File: config.mk
export PLATFORM = sky130hd
export DESIGN_NAME = lcd_refresh_ctrl
export DESIGN_NICKNAME = d
export VERILOG_FILES = /design/src/rtl/lcd_refresh_pkg.sv /design/src/rtl/lcd_regs.sv /design/src/rtl/lcd_geom.sv /design/src/rtl/lcd_scan.sv /design/src/rtl/lcd_refresh_ctrl.sv
export SDC_FILE = /design/constraint.sdc
export NUM_CORES = 1
export LEC_CHECK = 0
export BUFFER_PORTS_ARGS = -buffer_cell sky130_fd_sc_hd__buf_2
export CAP_MARGIN = 20
export CORE_MARGIN = 2
export CORE_UTILIZATION = 30
export CTS_CLUSTER_SIZE = 28
export DETAILED_ROUTE_END_ITERATION = 8
export GPL_ROUTABILITY_DRIVEN = 0
export HOLD_SLACK_MARGIN = 0.15
export PLACE_DENSITY = 0.47
export SYNTH_ARGS = -nofsm -noshare
export SYNTH_HDL_FRONTEND = slang
export SYNTH_SLANG_ARGS = --single-unit
File: constraint.sdc
create_clock -name clk -period 4.64 [get_ports clk]
set_input_delay 0.464 -clock clk [delete_from_list [all_inputs] [get_ports clk]]
set_output_delay 0.464 -clock clk [all_outputs]
set_load 0.01 [all_outputs]
File: src/rtl/lcd_refresh_pkg.sv
package lcd_refresh_pkg;

    // Register select codes on the write port
    localparam logic [1:0] SEL_CTRL  = 2'd0;
    localparam logic [1:0] SEL_GEOM  = 2'd1;
    localparam logic [1:0] SEL_START = 2'd2;
    localparam logic [1:0] SEL_END   = 2'd3;

    // Low bit of the height field inside the geometry word
    localparam int GEOM_H_LSB = 16;
    localparam int CTRL_W     = 7;

    // Control word; disp_on sits in bit 0
    typedef struct packed {
        logic ac_line;
        logic invert;
        logic color8;
        logic split;
        logic freeze;
        logic vid_en;
        logic disp_on;
    } ctrl_t;

endpackage

File: src/rtl/lcd_regs.sv
module lcd_regs
    import lcd_refresh_pkg::*;
#(
    parameter int DIM_W  = 12,
    parameter int ADDR_W = 20
) (
    input  logic              clk,
    input  logic              rst_n,
    input  logic              wr_en,
    input  logic [1:0]        wr_sel,
    input  logic [31:0]       wr_data,
    output ctrl_t             ctrl,
    output logic [DIM_W-1:0]  width,
    output logic [DIM_W-1:0]  height,
    output logic [ADDR_W-1:0] start_addr,
    output logic [ADDR_W-1:0] end_addr
);

    typedef struct packed {
        ctrl_t             ctrl;
        logic [DIM_W-1:0]  width;
        logic [DIM_W-1:0]  height;
        logic [ADDR_W-1:0] start_a;
        logic [ADDR_W-1:0] end_a;
    } regs_t;

    regs_t r_d, r_q;
    logic  unused_wr;

    assign unused_wr = ^wr_data;

    always_comb begin
        r_d = r_q;
        if (wr_en) begin
            unique case (wr_sel)
                SEL_CTRL:  r_d.ctrl    = ctrl_t'(wr_data[CTRL_W-1:0]);
                SEL_GEOM: begin
                    r_d.width  = wr_data[DIM_W-1:0];
                    r_d.height = wr_data[GEOM_H_LSB +: DIM_W];
                end
                SEL_START: r_d.start_a = wr_data[ADDR_W-1:0];
                default:   r_d.end_a   = wr_data[ADDR_W-1:0];
            endcase
        end
    end

    always_ff @(posedge clk) begin
        if (!rst_n) r_q <= '0;
        else        r_q <= r_d;
    end

    assign ctrl       = r_q.ctrl;
    assign width      = r_q.width;
    assign height     = r_q.height;
    assign start_addr = r_q.start_a;
    assign end_addr   = r_q.end_a;

endmodule

File: src/rtl/lcd_geom.sv
module lcd_geom #(
    parameter int DIM_W = 12
) (
    input  logic [DIM_W-1:0] width,
    input  logic [DIM_W-1:0] height,
    input  logic             color8,
    input  logic             split,
    output logic [DIM_W-1:0] h_last,
    output logic [DIM_W-1:0] l_last
);

    logic [DIM_W-1:0] eighth;
    logic [DIM_W-1:0] quarter;
    logic [DIM_W-1:0] sub_units;

    always_comb begin
        eighth    = width >> 3;
        quarter   = width >> 2;
        // three sub-pixel groups for every eight colour pixels
        sub_units = eighth + (eighth << 1);
        h_last    = (color8 && !split) ? sub_units - DIM_W'(1)
                                       : quarter - DIM_W'(1);
        l_last    = split ? (height >> 1) - DIM_W'(1)
                          : height - DIM_W'(1);
    end

endmodule

File: src/rtl/lcd_scan.sv
module lcd_scan
    import lcd_refresh_pkg::*;
#(
    parameter int DIM_W  = 12,
    parameter int ADDR_W = 20
) (
    input  logic              clk,
    input  logic              rst_n,
    input  ctrl_t             ctrl,
    input  logic [ADDR_W-1:0] start_addr,
    input  logic [ADDR_W-1:0] end_addr,
    input  logic [DIM_W-1:0]  h_last,
    input  logic [DIM_W-1:0]  l_last,
    input  logic              rd_ready,
    input  logic [3:0]        rd_data,
    output logic              rd_valid,
    output logic [ADDR_W-1:0] rd_addr,
    output logic              line_clk,
    output logic              lcd_frame,
    output logic              lcd_frame_done,
    output logic              lcd_ac,
    output logic              lcd_valid,
    output logic [3:0]        lcd_data
);

    typedef struct packed {
        logic [ADDR_W-1:0] addr;
        logic [DIM_W-1:0]  hcnt;
        logic [DIM_W-1:0]  lcnt;
        logic              frozen;
        logic              ac;
        logic              line;
        logic              sof;
        logic              eof;
        logic              done;
        logic              dv;
        logic [3:0]        pdata;
    } scan_t;

    scan_t s_d, s_q;
    logic  run, acc, eol, eof;
    logic  ac_evt, addr_wrap;

    always_comb begin
        s_d       = s_q;
        run       = ctrl.disp_on && ctrl.vid_en && !s_q.frozen;
        acc       = run && rd_ready;
        eol       = acc && (s_q.hcnt == h_last);
        eof       = eol && (s_q.lcnt == l_last);
        addr_wrap = eof || ((s_q.addr + ADDR_W'(1)) == end_addr);
        ac_evt    = ctrl.ac_line ? eol : eof;

        s_d.line  = eol;
        s_d.sof   = acc && (s_q.hcnt == '0) && (s_q.lcnt == '0);
        s_d.eof   = eof;
        s_d.done  = s_q.eof;
        s_d.dv    = acc;
        s_d.pdata = acc ? (rd_data ^ {4{ctrl.invert}}) : 4'h0;

        if (acc) begin
            s_d.hcnt = eol ? '0 : s_q.hcnt + DIM_W'(1);
            if (eof)      s_d.lcnt = '0;
            else if (eol) s_d.lcnt = s_q.lcnt + DIM_W'(1);
            s_d.addr = addr_wrap ? start_addr : s_q.addr + ADDR_W'(1);
        end
        if (ac_evt)              s_d.ac     = !s_q.ac;
        if (eof && ctrl.freeze)  s_d.frozen = 1'b1;

        // video-enable low parks the scanner at the frame start
        if (!ctrl.vid_en) begin
            s_d.addr   = start_addr;
            s_d.hcnt   = '0;
            s_d.lcnt   = '0;
            s_d.frozen = 1'b0;
        end
    end

    always_ff @(posedge clk) begin
        if (!rst_n) s_q <= '0;
        else        s_q <= s_d;
    end

    assign rd_valid       = run;
    assign rd_addr        = s_q.addr;
    assign line_clk       = s_q.line;
    assign lcd_frame      = s_q.sof;
    assign lcd_frame_done = s_q.done;
    assign lcd_ac         = s_q.ac;
    assign lcd_valid      = s_q.dv;
    assign lcd_data       = s_q.pdata;

endmodule

File: src/rtl/lcd_refresh_ctrl.sv
module lcd_refresh_ctrl
    import lcd_refresh_pkg::*;
#(
    parameter int DIM_W  = 12,
    parameter int ADDR_W = 20
) (
    input  logic              clk,
    input  logic              rst_n,
    input  logic              wr_en,
    input  logic [1:0]        wr_sel,
    input  logic [31:0]       wr_data,
    input  logic              rd_ready,
    input  logic [3:0]        rd_data,
    output logic              rd_valid,
    output logic [ADDR_W-1:0] rd_addr,
    output logic              line_clk,
    output logic              lcd_frame,
    output logic              lcd_frame_done,
    output logic              lcd_ac,
    output logic              lcd_valid,
    output logic [3:0]        lcd_data
);

    ctrl_t             ctrl;
    logic [DIM_W-1:0]  width, height, h_last, l_last;
    logic [ADDR_W-1:0] start_addr, end_addr;

    lcd_regs #(.DIM_W(DIM_W), .ADDR_W(ADDR_W)) u_regs (
        .clk        (clk),
        .rst_n      (rst_n),
        .wr_en      (wr_en),
        .wr_sel     (wr_sel),
        .wr_data    (wr_data),
        .ctrl       (ctrl),
        .width      (width),
        .height     (height),
        .start_addr (start_addr),
        .end_addr   (end_addr)
    );

    lcd_geom #(.DIM_W(DIM_W)) u_geom (
        .width  (width),
        .height (height),
        .color8 (ctrl.color8),
        .split  (ctrl.split),
        .h_last (h_last),
        .l_last (l_last)
    );

    lcd_scan #(.DIM_W(DIM_W), .ADDR_W(ADDR_W)) u_scan (
        .clk            (clk),
        .rst_n          (rst_n),
        .ctrl           (ctrl),
        .start_addr     (start_addr),
        .end_addr       (end_addr),
        .h_last         (h_last),
        .l_last         (l_last),
        .rd_ready       (rd_ready),
        .rd_data        (rd_data),
        .rd_valid       (rd_valid),
        .rd_addr        (rd_addr),
        .line_clk       (line_clk),
        .lcd_frame      (lcd_frame),
        .lcd_frame_done (lcd_frame_done),
        .lcd_ac         (lcd_ac),
        .lcd_valid      (lcd_valid),
        .lcd_data       (lcd_data)
    );

endmodule

==> impl_metrics.toml, run 1 <==
[outcome]
outcome = "completed"

[global_routing]
grt_max_degree = 33
overflow = 0
grt_pass1_wl_mm = 36.24
grt_usage_pct = 17.26
grt_pass1_vias = 6546
antenna_found_initial = 0

[routing]
ant_nets = 0
drtIter0Drc = 393
avgRoutedWirePerCell_um = 16.38
dr.pass1.iters = 5
vias_per_cell = 4.956
vias = 6800
drc_errors = 0
wl_mm = 22.47

[synth]
synth_seq_area_share_pct = 31.91
syn_inst = 998
syn_area_per_cell_um2 = 7.796
syn-num-nets = 1069
synth_edf_count = 0
netlist_area_um2 = 7780
ys.flop_type = "dfxtp_1"
synth-seq-cells = 124
synth.distinct_cells = 79
yosysWarnings = 0
synthArstFlopShare_pct = 0

[timing]
final_min_period_over_clock_period_pct = 90.89
relSlewSlack_pct = 31.83
rsz0062_at_grt = "no"
finalSetupViolCount = 0
setup_tns_ns = 0
finalHoldViolCount = 0
maxSlewViolCount = 0
period_needed_ns = 4.217
layout_setup_ws_ns = 0.4225
fmax_mhz = 237.1
skew_ns = 0.01496
worst_pin_slew_ns = 1.020

[cells_and_area]
nNetsFinal = 1100
stdcell_count = 1372
area_delta_synth_final_pct = 15.17
layout-drive-gt1-share_pct = 14.78
diodes = 0
layout_common_cells = "174 x nand2_1, 124 x dfxtp_1, 103 x a21oi_1, 70 x nor2_1, 67 x buf_2"
final_common_cell = "nand2_1"

[cts]
cts_sinks = 124
cts_buffers = 17
cts_hold_buffers = 0
ctsLongestPathBuffers = 2
cts-root-buf = "clkbuf_16"
cts_tree = "done"
htree_levels = 4
clk_latency_ns = 0.43
clk_pin_slew_worst_paths_ns = 0.06

[die]
initial_core_util_pct = 30.72
die_area_um2 = 27240
rows = 58
pin_count = 72
die_w_um = 165.0
die_h_um = 165.0
fp.coreArea_um2 = 25330

[power]
p_int_uw = 2134
switching_power_uw = 765.9
leakagePower_uw = 0.003434
p_sw_share_pct = 26.41
vdd.ir_drop.worst_mv = 0.1446
powerDensity_nw_per_um2 = 323.6
pwr-share-comb_pct = 11.8
power.share.clock_pct = 49.8
seq_power_share_pct = 38.5

[critical_path]
cp_max_fo = 8
cpPeakStageDelay_ns = 0.49
reg2reg_depth = 13
crit_arrival_ns = 4.53
crit_required_ns = 4.95
path_delay_family = "compound AO/OA/AOI/OAI gates"
r2r_slack_ns = 0.42
worstPathCellList = "ha_1 -> fa_1 -> nor3_1 -> nand2b_1 -> o21bai_1 -> or2_2 -> a32o_1 -> o31a_1 -> nor3_2 -> a41oi_2 -> and2_2 -> a31o_1 -> a211o_1"
rr_startpoint = "u_regs.width[3]"
worstSetupPathType = "flip-flop to flip-flop"
path_buf_inv = 0
worst_path_max_delay_cell = "dfxtp_1"
r2r_end = "u_scan.rd_addr[4]"
crit_path_end_kind = "flip-flop"
startpoint_type = "flip-flop"

[flow_run]
max_cap_violations = 0

[worst_hold_path]
holdPathEnd = "u_regs.height[5]"
min_delay_path_depth = 3
hold_path_class = "primary input to flip-flop"
min-delay-start = "wr_data[21]"

[place]
placed_cells = 1339
pre_cts_ws_ns = 0.3418
dp_hpwl_mm = 16.56
io_buffers = 67
-- worst reg2reg max path, cell delays in order (launching register included) --
cell,delay (ns)
dfxtp_1,0.49
ha_1,0.26
fa_1,0.44
nor3_1,0.30
nand2b_1,0.13
o21bai_1,0.23
or2_2,0.32
a32o_1,0.27
o31a_1,0.25
nor3_2,0.32
a41oi_2,0.24
and2_2,0.34
a31o_1,0.25
a211o_1,0.28
-- how the worst max path moves through the flow --
stage,start,end,slack (ns),depth (start not counted)
floorplan,u_regs.width[5],u_scan.s_q[18],0.67,15
global placement,u_regs.width[5],u_scan.s_q[16],0.36,13
detailed placement,u_regs.width[4],u_scan.s_q[16],0.34,13
CTS,u_regs.width[4],u_scan.s_q[16],0.33,13
global route,u_regs.width[3],u_scan.rd_addr[18],0.04,15
finish,u_regs.width[3],u_scan.rd_addr[4],0.42,13
-- sequential cells by signal, indices dropped and copies added, names as in the netlist --
signal	count
u_scan.s_q	25
u_regs.end_addr	20
u_regs.start_addr	20
u_scan.rd_addr	20
u_regs.height	12
u_regs.width	10
u_regs.ctrl	7
u_scan.lcd_data	4
u_scan.lcd_ac	1
u_scan.lcd_frame	1
u_scan.lcd_frame_done	1
u_scan.lcd_valid	1
u_scan.line_clk	1
u_scan.s_d	1
-- synthesized netlist by cell type, drive strengths merged, types with 19 or more instances --
master	n	area share (%)
nor2	70	3.4
xnor2	55	6.2
xor2	31	3.5
dfxtp	124	32
ha	28	4.5
buf	32	2.8
nor4	19	1.7
nand3	34	2.3
inv	28	1.4
clkbuf	49	2.4
nand2b	19	1.5
nand2	175	8.5
mux2i	19	2.4
nor3	20	1.4
a21oi	103	6.6
-- cell type report --
class / count / area, um^2
Tap cell: 330 / 412.9
Clock buffer: 19 / 432.9
Timing Repair Buffer: 93 / 538.0
Multi-Input combinational cell: 765 / 4801
Inverter: 28 / 105.1
Clock inverter: 13 / 187.7
Fill cell: 2704 / 16370
Sequential cell: 124 / 2482
-- kinds of logic after synthesis --
| family | after synthesis | synth area share (%) |
|---|---|---|
| muxes | 24 | 3.216 |
| DFF | 124 | 31.91 |
| buffers and inverters | 109 | 6.513 |
| adders and majority gates | 29 | 4.760 |
| AOI/OAI and AO/OA | 204 | 17.10 |
| and+or+nand+nor | 420 | 26.23 |
| xor gates and xnor gates | 88 | 10.28 |
-- per-stage QoR --
step	total power, uW	utilization (%)	hold WS (ns)	cell area (um^2)
final	2900	35.38	0.2793	8960
after global routing	3015	35.38	0.2777	8960
after CTS	2932	35.28	0.2638	8935
after detailed placement	1481	32.83	0.4186	8314
after global placement	1479	32.83	0.4154	8314
after floorplan	1380	-	0.4119	7780
-- what timing repair did --
| item | 4_1_cts | 5_1_grt |
|---|---|---|
| buffers inserted | 0 | 0 |
| endpoints found under the setup margin | 0 | 8 |
| gates resized for setup | 0 | 3 |
-- routing by layer --
layer | share of wire (%) | wire length, um | GRT usage [%]
met2 | 47 | 10470 | 28.13
met5 | 0 | 0 | 0
met4 | 1.1 | 251 | 4.822
met3 | 2.8 | 627 | 2.361
met1 | 49 | 11120 | 23.79
-- power by group through the flow --
stage	sequential (uW)	combinational [uW]	clock (uW)
floorplan	1130	253	0
global placement	1140	340	0
detailed placement	1140	342	0
CTS	1120	343	1470
global route	1120	382	1510
finish	1120	341	1440
Note: power is estimated with default switching activity, not from simulation.
==> inputs of run 2 (changes only) <==
--- a/config.mk
+++ b/config.mk
@@ -5,7 +5,7 @@
 export SDC_FILE = /design/constraint.sdc
 export NUM_CORES = 1
 export LEC_CHECK = 0
-export BUFFER_PORTS_ARGS = -buffer_cell sky130_fd_sc_hd__buf_2
+export BUFFER_PORTS_ARGS = -buffer_cell sky130_fd_sc_hd__buf_4
 export CAP_MARGIN = 20
 export CORE_MARGIN = 2
 export CORE_UTILIZATION = 30
==> run 2 against run 1 <==
Combinational power rose by 4%. Setup slack worse by 0.086 ns. Clock skew increased by 0.0046 ns. Clock power hardly changed. Clock-buffer cell count shrank 1. Critical path type unchanged. Largest cell class unchanged. Largest power group unchanged.
==> impl_metrics.toml, run 2 (synthesis results as in run 1) <==
[routing]
vias_per_cell = 5.048
wl_mm = 22.47
avgRoutedWirePerCell_um = 16.40
drtIter0Drc = 378
vias = 6916
ant_nets = 0
dr.pass1.iters = 5
drc_errors = 0

[timing]
hold_slack_ns = 0.2692
finalHoldViolCount = 0
period_needed_ns = 4.304
final_min_period_over_clock_period_pct = 92.75
worst_pin_slew_ns = 1.041
maxSlewViolCount = 0
layout_setup_ws_ns = 0.3363
fmax_mhz = 232.4
skew_ns = 0.01957
finalSetupViolCount = 0
relSlewSlack_pct = 30.39

[critical_path]
cpPeakStageDelay_ns = 0.47
crit_required_ns = 5.02
worstSetupPathType = "flip-flop to flip-flop"
crit_arrival_ns = 4.69
crit_path_end_kind = "flip-flop"
worst_path_max_delay_cell = "dfxtp_1"
cp_max_fo = 8
worstPathCellList = "ha_1 -> fa_1 -> nor3_1 -> nand2b_1 -> o21bai_1 -> or2_2 -> a32o_1 -> nor4_1 -> nor3_4 -> a41oi_2 -> buf_4 -> nand3_1 -> o21bai_1 -> a21o_1"
startpoint_type = "flip-flop"
cpMostUsedCell = "o21bai_1"

[power]
vdd.ir_drop.worst_mv = 0.2272
p_int_uw = 2099
power.share.clock_pct = 48.9
leakagePower_uw = 0.003448
pwr-share-comb_pct = 12.3
powerDensity_nw_per_um2 = 316.2
seq_power_share_pct = 38.8
switching_power_uw = 777.1
p_sw_share_pct = 27.02

[die]
die_h_um = 165.0
pin_count = 72
die_w_um = 165.0
rows = 58
fp.coreArea_um2 = 25330
initial_core_util_pct = 30.72
die_area_um2 = 27240

[cts]
post_cts_buffers = 0
cts-root-buf = "clkbuf_16"
clk_latency_ns = 0.43
htree_levels = 4
ctsLongestPathBuffers = 2
cts_hold_buffers = 0
cts_sinks = 124
cts_tree = "done"
clk_pin_slew_worst_paths_ns = 0.07
cts_buffers = 17

[global_routing]
grt_max_degree = 37
grt_pass1_wl_mm = 35.63
antenna_found_initial = 0
grt_usage_pct = 16.90
overflow = 0
grt_pass1_vias = 6563

[flow_run]
max_cap_violations = 0

[outcome]
outcome = "completed"

[place]
pre_cts_ws_ns = 0.2898
io_buffers = 67
dp_hpwl_mm = 16.60

[cells_and_area]
layout_common_cells = "174 x nand2_1, 124 x dfxtp_1, 103 x a21oi_1, 91 x buf_4, 70 x nor2_1"
area_delta_synth_final_pct = 16.89
regMostFlops = "u_scan.s_q"
layout-drive-gt1-share_pct = 14.52
nNetsFinal = 1098
largest_reg_flops = 25
diodes = 0
final_common_cell = "nand2_1"

[worst_hold_path]
hold_path_class = "primary input to flip-flop"
run 2: cell count changes in the layout (fill, tap and decap cells not counted), sizes merged:
cell | before | now
buf | 93 | 91
inv | 32 | 34
bufinv | 4 | 3
clkbuf | 19 | 18
clkinv | 2 | 3
clkinvlp | 3 | 2
run 2: path summary, 6_finish.rpt:
check	slack [ns]	cells past startpoint	start	endpoint
min reg2reg	0.44	1	u_scan.s_d[5]	u_scan.lcd_frame_done
max reg2reg	0.34	14	u_regs.width[3]	u_scan.rd_addr[12]
max	0.34	14	u_regs.width[3]	u_scan.rd_addr[12]
min	0.27	3	rd_data[0]	u_scan.lcd_data[0]
run 2: layout make-up:
class / instances / area, um^2
Fill cell: 2672 / 16230
Multi-Input combinational cell: 765 / 4798
Sequential cell: 124 / 2482
Timing Repair Buffer: 91 / 683.2
Clock buffer: 18 / 429.2
Tap cell: 330 / 412.9
Clock inverter: 14 / 182.7
Inverter: 28 / 105.1
run 2: through the flow:
stage | cells | TNS, ns | instance area (um^2) | utilization (%) | total power, uW
floorplan | 998 | 0 | 7780 | - | 1380
global placement | 1338 | 0 | 8474 | 33.46 | 1490
detailed placement | 1338 | 0 | 8474 | 33.46 | 1493
CTS | 1370 | 0 | 9086 | 35.88 | 2907
global route | 1370 | -0.01283 | 9094 | 35.91 | 2988
finish | 1370 | 0 | 9094 | 35.91 | 2876
run 2: what timing repair did:
item | 4_1_cts | 5_1_grt
endpoints found under the setup margin | 0 | 6
gates resized for setup | 0 | 2
endpoints found under the hold margin | 0 | 0
run 2: per-layer routing:
layer	GRT usage [%]	up-vias	wire length, um
met3	2.737	27	699
met1	22.71	3251	10990
li1	-	3526	-
met5	0	-	0
met2	27.69	112	10450
met4	5.217	0	328
run 2: critical path: cells and delay by family (launching register included):
kind                       cells  cell delay, ns
DFF                            1            0.47
buffers and inverters          1            0.24
AOI/OAI and AO/OA              5            1.20
and+or+nand+nor                6            1.62
adders and majority gates      2            0.71
run 2: power by group through the flow:
stage	registers [uW]	clock network [uW]	logic [uW]
after floorplan	1130	0	253
after global placement	1140	0	351
after detailed placement	1140	0	353
after CTS	1120	1440	355
after global routing	1120	1470	394
final	1120	1410	354
